--- src/rtl/ptpc_pkg.sv ---
package ptpc_pkg;

    typedef enum logic [1:0] {
        SPD_10M  = 2'd0,
        SPD_100M = 2'd1,
        SPD_1G   = 2'd2,
        SPD_OFF  = 2'd3
    } link_speed_e;

    typedef enum logic [1:0] {
        AL_IDLE,
        AL_FRAME,
        AL_HALF
    } align_state_e;

    typedef enum logic [2:0] {
        PS_IDLE,
        PS_ETH,
        PS_VLAN,
        PS_IP4,
        PS_IP6,
        PS_UDP,
        PS_HDR,
        PS_SKIP
    } parse_state_e;

    localparam logic [15:0] ET_PTP  = 16'h88F7;
    localparam logic [15:0] ET_IPV4 = 16'h0800;
    localparam logic [15:0] ET_IPV6 = 16'h86DD;
    localparam logic [15:0] ET_VLAN = 16'h8100;
    localparam logic [7:0]  PROTO_UDP = 8'd17;
    localparam logic [15:0] EVENT_PORT = 16'd319;

    // Event message type nibble to record tag
    function automatic logic [2:0] type_to_tag(input logic [3:0] mtype);
        logic [2:0] t;
        unique case (mtype)
            4'd0:    t = 3'd1;
            4'd1:    t = 3'd4;
            4'd2:    t = 3'd2;
            4'd3:    t = 3'd3;
            default: t = 3'd0;
        endcase
        return t;
    endfunction

    // Where to go once an EtherType has been seen
    function automatic parse_state_e etype_next(input logic [15:0] et, input logic vlan_ok);
        parse_state_e s;
        if (et == ET_PTP)
            s = PS_HDR;
        else if (et == ET_IPV4)
            s = PS_IP4;
        else if (et == ET_IPV6)
            s = PS_IP6;
        else if (et == ET_VLAN && vlan_ok)
            s = PS_VLAN;
        else
            s = PS_SKIP;
        return s;
    endfunction

endpackage

--- src/rtl/ptpc_beat_align.sv ---
module ptpc_beat_align
    import ptpc_pkg::*;
(
    input  logic       clk,
    input  logic       rst_n,
    input  logic [1:0] link_speed,
    input  logic       in_valid,
    input  logic [7:0] in_data,
    input  logic       in_last,
    output logic       frame_start,
    output logic       b_valid,
    output logic [7:0] b_data,
    output logic       b_eof
);

    align_state_e st_q, st_d;
    link_speed_e  spd;
    logic         accept;
    logic [3:0]   lo_q;

    assign spd         = link_speed_e'(link_speed);
    assign accept      = in_valid && (spd != SPD_OFF);
    assign frame_start = accept && (st_q == AL_IDLE);

    always_comb begin
        st_d = st_q;
        unique case (st_q)
            AL_IDLE, AL_FRAME: begin
                if (accept) begin
                    if (in_last)
                        st_d = AL_IDLE;
                    else if (spd == SPD_1G)
                        st_d = AL_FRAME;
                    else
                        st_d = AL_HALF;
                end
            end
            AL_HALF: begin
                if (accept)
                    st_d = in_last ? AL_IDLE : AL_FRAME;
            end
            default: st_d = AL_IDLE;
        endcase
    end

    always_ff @(posedge clk) begin
        if (!rst_n)
            st_q <= AL_IDLE;
        else
            st_q <= st_d;
    end

    always_ff @(posedge clk) begin
        if (!rst_n) begin
            b_valid <= 1'b0;
            b_eof   <= 1'b0;
            b_data  <= '0;
            lo_q    <= '0;
        end else begin
            b_valid <= accept && ((st_q == AL_HALF) || (spd == SPD_1G));
            b_eof   <= accept && in_last;
            if (accept)
                b_data <= (st_q == AL_HALF) ? {in_data[3:0], lo_q} : in_data;
            if (accept && st_q != AL_HALF)
                lo_q <= in_data[3:0];
        end
    end

    // a byte-mode beat becomes a byte on the next cycle
    a_r10_gig_byte: assert property (@(posedge clk) disable iff (!rst_n)
        (in_valid && spd == SPD_1G && st_q != AL_HALF) |=> (b_valid && b_data == $past(in_data)));

    // the first nibble of a byte yields no byte
    a_r10_low_nibble_held: assert property (@(posedge clk) disable iff (!rst_n)
        (in_valid && (spd == SPD_100M || spd == SPD_10M) && st_q != AL_HALF) |=> !b_valid);

    // the reserved speed code passes nothing
    a_r10_off_quiet: assert property (@(posedge clk) disable iff (!rst_n)
        (spd == SPD_OFF) |=> (!b_valid && !b_eof));

endmodule

--- src/rtl/ptpc_hdr_parser.sv ---
module ptpc_hdr_parser
    import ptpc_pkg::*;
#(
    parameter int SEC_W = 48,
    parameter int NS_W  = 32,
    parameter int CNT_W = 6
) (
    input  logic             clk,
    input  logic             rst_n,
    input  logic             b_valid,
    input  logic [7:0]       b_data,
    input  logic             b_eof,
    input  logic             path_is_tx,
    input  logic             onestep_en,
    input  logic [SEC_W-1:0] ts_sec,
    input  logic [NS_W-1:0]  ts_ns,
    output logic             rec_valid,
    output logic [2:0]       rec_tag,
    output logic [SEC_W-1:0] rec_sec,
    output logic [NS_W-1:0]  rec_ns,
    output logic [63:0]      rec_clock_id,
    output logic [15:0]      rec_src_port,
    output logic [15:0]      rec_seq_id
);

    localparam logic [CNT_W-1:0] ETH_LAST  = CNT_W'(13);
    localparam logic [CNT_W-1:0] VLAN_LAST = CNT_W'(3);
    localparam logic [CNT_W-1:0] IP4_PROTO = CNT_W'(9);
    localparam logic [CNT_W-1:0] IP6_NEXT  = CNT_W'(6);
    localparam logic [CNT_W-1:0] IP6_LAST  = CNT_W'(39);
    localparam logic [CNT_W-1:0] UDP_DPORT = CNT_W'(3);
    localparam logic [CNT_W-1:0] UDP_LAST  = CNT_W'(7);
    localparam logic [CNT_W-1:0] CLK_FIRST = CNT_W'(20);
    localparam logic [CNT_W-1:0] CLK_LAST  = CNT_W'(27);
    localparam logic [CNT_W-1:0] PORT_LO   = CNT_W'(28);
    localparam logic [CNT_W-1:0] PORT_HI   = CNT_W'(29);
    localparam logic [CNT_W-1:0] HDR_LAST  = CNT_W'(31);

    parse_state_e   st_q, st_d;
    logic [CNT_W-1:0] sc_q;
    logic [CNT_W-1:0] ip4_end_q;
    logic [7:0]     prev_q;
    logic [3:0]     type_q;
    logic [63:0]    clk_q;
    logic [15:0]    port_q;
    logic           suppress;
    logic           emit;

    assign suppress = path_is_tx && onestep_en && (type_q == 4'd0 || type_q == 4'd3);
    assign emit     = b_valid && (st_q == PS_HDR) && (sc_q == HDR_LAST) && !suppress;

    // Next-state logic
    always_comb begin
        st_d = st_q;
        if (b_valid) begin
            unique case (st_q)
                PS_IDLE: st_d = PS_ETH;
                PS_ETH: begin
                    if (sc_q == ETH_LAST)
                        st_d = etype_next({prev_q, b_data}, 1'b1);
                end
                PS_VLAN: begin
                    if (sc_q == VLAN_LAST)
                        st_d = etype_next({prev_q, b_data}, 1'b0);
                end
                PS_IP4: begin
                    if (sc_q == '0 && (b_data[7:4] != 4'd4 || b_data[3:0] < 4'd5))
                        st_d = PS_SKIP;
                    else if (sc_q == IP4_PROTO && b_data != PROTO_UDP)
                        st_d = PS_SKIP;
                    else if (sc_q != '0 && sc_q == ip4_end_q)
                        st_d = PS_UDP;
                end
                PS_IP6: begin
                    if (sc_q == IP6_NEXT && b_data != PROTO_UDP)
                        st_d = PS_SKIP;
                    else if (sc_q == IP6_LAST)
                        st_d = PS_UDP;
                end
                PS_UDP: begin
                    if (sc_q == UDP_DPORT && {prev_q, b_data} != EVENT_PORT)
                        st_d = PS_SKIP;
                    else if (sc_q == UDP_LAST)
                        st_d = PS_HDR;
                end
                PS_HDR: begin
                    if (sc_q == '0 && b_data[3:0] >= 4'd4)
                        st_d = PS_SKIP;
                    else if (sc_q == CNT_W'(1) && b_data[3:0] != 4'd2)
                        st_d = PS_SKIP;
                    else if (sc_q == HDR_LAST)
                        st_d = PS_SKIP;
                end
                PS_SKIP: st_d = PS_SKIP;
                default: st_d = PS_IDLE;
            endcase
        end
        if (b_eof)
            st_d = PS_IDLE;
    end

    // State register
    always_ff @(posedge clk) begin
        if (!rst_n)
            st_q <= PS_IDLE;
        else
            st_q <= st_d;
    end

    // Section counter and field capture
    always_ff @(posedge clk) begin
        if (!rst_n) begin
            sc_q      <= '0;
            ip4_end_q <= '0;
            prev_q    <= '0;
            type_q    <= '0;
            clk_q     <= '0;
            port_q    <= '0;
        end else if (b_valid) begin
            prev_q <= b_data;
            if (st_d != st_q)
                sc_q <= (st_q == PS_IDLE) ? CNT_W'(1) : '0;
            else
                sc_q <= sc_q + CNT_W'(1);
            if (st_q == PS_IP4 && sc_q == '0)
                ip4_end_q <= CNT_W'({b_data[3:0], 2'b00} - 6'd1);
            if (st_q == PS_HDR) begin
                if (sc_q == '0)
                    type_q <= b_data[3:0];
                if (sc_q >= CLK_FIRST && sc_q <= CLK_LAST)
                    clk_q <= {clk_q[55:0], b_data};
                if (sc_q == PORT_LO || sc_q == PORT_HI)
                    port_q <= {port_q[7:0], b_data};
            end
        end
    end

    // Record outputs
    always_ff @(posedge clk) begin
        if (!rst_n) begin
            rec_valid    <= 1'b0;
            rec_tag      <= '0;
            rec_sec      <= '0;
            rec_ns       <= '0;
            rec_clock_id <= '0;
            rec_src_port <= '0;
            rec_seq_id   <= '0;
        end else begin
            rec_valid <= emit;
            if (emit) begin
                rec_tag      <= type_to_tag(type_q);
                rec_sec      <= ts_sec;
                rec_ns       <= ts_ns;
                rec_clock_id <= clk_q;
                rec_src_port <= port_q;
                rec_seq_id   <= {prev_q, b_data};
            end
        end
    end

    // a record strobe lasts one cycle
    a_r11_single_pulse: assert property (@(posedge clk) disable iff (!rst_n)
        rec_valid |=> !rec_valid);

    // only the four defined tags appear
    a_r2_tag_legal: assert property (@(posedge clk) disable iff (!rst_n)
        rec_valid |-> (rec_tag == 3'd1 || rec_tag == 3'd2 || rec_tag == 3'd3 || rec_tag == 3'd4));

    // one-step transmit never records Sync or Pdelay_Resp
    a_r8_onestep_quiet: assert property (@(posedge clk) disable iff (!rst_n)
        rec_valid |-> !($past(path_is_tx && onestep_en) && (rec_tag == 3'd1 || rec_tag == 3'd3)));

    // a record follows only a byte seen inside the PTP header
    a_r7_from_header: assert property (@(posedge clk) disable iff (!rst_n)
        rec_valid |-> ($past(st_q) == PS_HDR && $past(b_valid)));

endmodule

--- src/rtl/ptp_event_classifier.sv ---
module ptp_event_classifier
    import ptpc_pkg::*;
#(
    parameter int SEC_W = 48,
    parameter int NS_W  = 32,
    parameter int CNT_W = 6
) (
    input  logic             clk,
    input  logic             rst_n,
    input  logic [1:0]       link_speed,
    input  logic             path_is_tx,
    input  logic             onestep_en,
    input  logic [SEC_W-1:0] time_sec,
    input  logic [NS_W-1:0]  time_ns,
    input  logic             in_valid,
    input  logic [7:0]       in_data,
    input  logic             in_last,
    output logic             rec_valid,
    output logic [2:0]       rec_tag,
    output logic [SEC_W-1:0] rec_sec,
    output logic [NS_W-1:0]  rec_ns,
    output logic [63:0]      rec_clock_id,
    output logic [15:0]      rec_src_port,
    output logic [15:0]      rec_seq_id
);

    logic             frame_start;
    logic             b_valid;
    logic [7:0]       b_data;
    logic             b_eof;
    logic [SEC_W-1:0] ts_sec_q;
    logic [NS_W-1:0]  ts_ns_q;

    ptpc_beat_align u_align (
        .clk         (clk),
        .rst_n       (rst_n),
        .link_speed  (link_speed),
        .in_valid    (in_valid),
        .in_data     (in_data),
        .in_last     (in_last),
        .frame_start (frame_start),
        .b_valid     (b_valid),
        .b_data      (b_data),
        .b_eof       (b_eof)
    );

    // Start-of-frame time capture
    always_ff @(posedge clk) begin
        if (!rst_n) begin
            ts_sec_q <= '0;
            ts_ns_q  <= '0;
        end else if (frame_start) begin
            ts_sec_q <= time_sec;
            ts_ns_q  <= time_ns;
        end
    end

    ptpc_hdr_parser #(
        .SEC_W (SEC_W),
        .NS_W  (NS_W),
        .CNT_W (CNT_W)
    ) u_parser (
        .clk          (clk),
        .rst_n        (rst_n),
        .b_valid      (b_valid),
        .b_data       (b_data),
        .b_eof        (b_eof),
        .path_is_tx   (path_is_tx),
        .onestep_en   (onestep_en),
        .ts_sec       (ts_sec_q),
        .ts_ns        (ts_ns_q),
        .rec_valid    (rec_valid),
        .rec_tag      (rec_tag),
        .rec_sec      (rec_sec),
        .rec_ns       (rec_ns),
        .rec_clock_id (rec_clock_id),
        .rec_src_port (rec_src_port),
        .rec_seq_id   (rec_seq_id)
    );

    // the captured time stays put while no frame starts
    a_r9_ts_hold: assert property (@(posedge clk) disable iff (!rst_n)
        !frame_start |=> $stable(ts_sec_q) && $stable(ts_ns_q));

endmodule

--- config.mk ---
export PLATFORM = sky130hd
export DESIGN_NAME = ptp_event_classifier
export DESIGN_NICKNAME = d
export VERILOG_FILES = /design/src/rtl/ptpc_pkg.sv /design/src/rtl/ptpc_beat_align.sv /design/src/rtl/ptpc_hdr_parser.sv /design/src/rtl/ptp_event_classifier.sv
export SDC_FILE = /design/constraint.sdc
export NUM_CORES = 1
export LEC_CHECK = 0
export ABC_AREA = 1
export BUFFER_PORTS_ARGS = -buffer_cell sky130_fd_sc_hd__buf_2
export CAP_MARGIN = 20
export CORE_ASPECT_RATIO = 0.8
export CORE_MARGIN = 10
export CORE_UTILIZATION = 45
export CTS_CLUSTER_SIZE = 28
export DETAILED_ROUTE_END_ITERATION = 10
export PLACE_DENSITY = 0.64
export SYNTH_ARGS = -nofsm -noshare
export SYNTH_HDL_FRONTEND = slang
export SYNTH_HIERARCHICAL = 1
export SYNTH_SLANG_ARGS = --single-unit
--- constraint.sdc ---
create_clock -name clk -period 2.4 [get_ports clk]
set_input_delay 0.24 -clock clk [delete_from_list [all_inputs] [get_ports clk]]
set_output_delay 0.24 -clock clk [all_outputs]
set_load 0.05 [all_outputs]
==> summary.md <==
| Metric | Value |
|---|---|
| Outcome | complete, no violations |
| Final Max Slew Viols | 0 |
| Crit Path Max Fanout | 69 |
| Bufs and invs on worst path | 2 |
| Commonest cells after routing, fill and taps aside | 632 x nor2_1, 380 x dfxtp_1, 282 x nand2_1 |
| Synth unique cells | 41 |
| Core Area | 32600 um^2 |
| Post-route DRC violation count | 0 |
| Crit path time final | 2340 ps |
| Yosys reg bits | 382 |
| Worst path cell trace | nor2_1 > inv_1 > nor3_1 > nand3_1 > nand3_4 > buf_12 > o21ai_0 > nor2_1 |
| Initial DRT Pass Iterations | 5 |
| Core Util, Final | 0.572 |
| Routed Antenna Nets | 0 |
| Sequential share of the synthesized area | 0.514 |
| Critical path data arrival time | 2800 ps |
| First-pass GRT wire length | ~67000 um |
| Port-buffer cells | between 200 and 300 |
| Worst-margin pin slew | 643 ps |
| Area of the die | 40800 um^2 |
| Cells after Synth | approximately 2000 |
| Post-route insts no fill | 2787 |
| Clock-pin slew on the worst setup and hold paths | about 60 ps |
| CP max-delay cell | nor3_1 |
| Worst-skew pair later-pin latency | 550 ps |
| PwrDens | 737 nW/um^2 |
| Largest net degree at the start of global routing | 169 |
| Post-Route WL | approximately 42000 um |
| Yosys warning count | 6 |
| Placed insts | 2644 |
| Nets | between 2000 and 2500 |
| Cts bufs inserted | 39 |
| Worst Setup Path Type | register to register |
| CP dominant cell by count | nor2_1 |
| Hold crit path type | primary input to register |
| Total Negative Setup Slacks | 0 ps |
| Area Overhead vs Synth | 25.1% |
| Number of global-route vias before repair | 12800 |
| GRT overflow | 0 |
| Max-Slew Margin vs Limit | 0.571 |
| Post-DR wirelength/cell | 15.0 um |
| DIE WIDTH | 223 um |
| Ys async rst share | 0 |
| Final Cycle Share | 0.975 |
| Critical Path RT | roughly 2900 ps |
| IO Pins | about 280 |
| RSZ-0062 raised after global routing | no |
| Post-DP HPWL | between 20000 and 30000 um |
| Number of flops mapped to enable cells by yosys | 0 |
| Commonest non-fill, non-tap cell in the layout | nor2_1 |
| Gpl congestion | 0.862 |
| Avg Cell Area, Syn | 7.31 um^2 |
| Drt initial violations | around 1200 |
| H-tree depth | 2 |
| Skew final | ~21 ps |
| Total number of vias | 13600 |
| Max incr delay on CP | 390 ps |
| Post-synth net total | 2140 |
| Initial Utilization | 0.457 |
| Post-CTS setup buffer count | 0 |
| N_diodes | 0 |
| Final hold vios | 0 |
| Fmax | 427 MHz |
| Leakage | 8.53 nW |
| Total GRT Usage | 0.195 |
| Final setup viols | 0 |
| Ys flop type | dfxtp_1 |
| Top Family by Delay on Critical Path | simple AND/OR/NAND/NOR gates |
| Initial antenna violation count | 0 |
| Crit end category | register |
| Layout cell share with drive strength beyond 1 | 0.179 |
| Vias/cell | about 4.9 |
| Max Cap Viol | 0 |
| Synthesized area | 14900 um^2 |
| CTS tree | built |
| CTS max path bufs | 3 |
| Clk sinks | 382 |
| Peak VDD IR | 0.501 mV |
| Die Span Y | 183 um |
| Startpoint Class | register |
| Row count | 59 |
| Clk root buf | clkbuf_16 |
==> state kept, by name, indices dropped and copies added, names as in the netlist <==
| name | cells |
|---|---|
| u_align/lo_q | 4 |
| u_align/b_data | 8 |
| u_align/b_eof | 1 |
| u_parser/type_q | 4 |
| u_parser/rec_src_port | 16 |
| u_parser/rec_seq_id | 16 |
| ts_ns_q | 32 |
| u_parser/rec_ns | 32 |
| u_align/b_valid | 1 |
| u_parser/port_q | 16 |
| u_parser/st_q | 3 |
| u_parser/ip4_end_q | 5 |
| u_parser/prev_q | 8 |
| u_parser/rec_tag | 3 |
| u_align/st_q | 2 |
| u_parser/sc_q | 6 |
| ts_sec_q | 48 |
| u_parser/rec_valid | 1 |
| u_parser/rec_sec | 48 |
| u_parser/clk_q | 64 |
| u_parser/rec_clock_id | 64 |
==> cells in the mapped netlist, types with 2 or more instances <==
cell type  count  share of area
nor2_4         5         0.0038
nor3_1        11         0.0037
clkbuf_1      67          0.017
ha_1           8         0.0067
nand3_2        3         0.0020
a21oi_2        4         0.0024
buf_4         21          0.011
nor2_2         4         0.0017
nand3_1       36          0.012
inv_1        124          0.031
nor3b_2        2         0.0017
a211oi_1       3         0.0015
or2_1          2        0.00084
o21ai_0      240          0.081
buf_6         10         0.0076
nor2_1       633           0.16
nand4_1        4         0.0017
inv_2         18         0.0045
xnor2_1        3         0.0018
nand2_2        5         0.0021
a21oi_1       88          0.030
xor2_1         2         0.0012
nand2_1      283          0.071
o21ai_1       40          0.013
dfxtp_1      382           0.51
buf_2         23         0.0077
==> metal layers <==
metal | vias up | routed length (um) | track usage
met5 | - | 0 | 0
met4 | 0 | 1240 | 0.0672
li1 | 6976 | - | -
met1 | 6214 | 19500 | 0.258
met3 | 69 | 2410 | 0.0460
met2 | 299 | 18500 | 0.306
==> power breakdown <==
part	total (mW)	internal, mW	switching [mW]
logic	0.895	0.376	0.519
clock network	6.25	3.71	2.54
registers	6.57	6.48	0.0839
==> timing repair <==
item | in CTS | in global routing
endpoints found under the setup margin | 0 | 3
hold buffers | 74 | 0
gates resized for setup | 0 | 7
endpoints found under the hold margin | 75 | 0
==> final cells by class <==
type	count	area, um^2
clock inverter	14	216
clock buffer	55	1120
timing repair buffer	378	2470
inverter	145	559
multi-input combinational	1386	6060
tap	427	534
sequential	382	7650
fill	3099	13900
==> kinds of logic after synthesis <==
logic type	synth area share
fa+ha+maj	0.00673
compound gates	0.130
simple gates	0.266
buf+inv	0.0808
xor+xnor	0.00294
flops	0.514
==> final timing paths <==
check,start,to,slack (ps),cells past startpoint
worst max-delay path,u_parser/type_q[3]$_SDFFE_PN0P_,u_parser/rec_ns[25]$_SDFFE_PN0P_,60,8
worst min-delay path,time_sec[26],ts_sec_q[26]$_SDFFE_PN0P_,10,5
worst min register to register,ts_ns_q[14]$_SDFFE_PN0P_,ts_ns_q[14]$_SDFFE_PN0P_,470,2
worst max register to register,u_parser/type_q[3]$_SDFFE_PN0P_,u_parser/rec_ns[25]$_SDFFE_PN0P_,60,8
==> metrics by stage <==
step	total power, mW	instance area (um^2)	setup WS, ps	hold slack [ps]
3_3_place_gp	7.48	16500	166	450
5_1_grt	14.3	18600	22.1	18.7
4_1_cts	13.9	18600	157	0.375
2_1_floorplan	7.27	14900	508	361
6_report	13.7	18600	60.3	12.8
3_5_place_dp	7.49	16500	190	459
==> worst register-to-register path, cell delays in order, from the launching register on <==
cell,delay [ps]
dfxtp_1,310
nor2_1,170
inv_1,60
nor3_1,390
nand3_1,330
nand3_4,290
buf_12,320
o21ai_0,220
nor2_1,160
(Power assumes the default switching activity.)
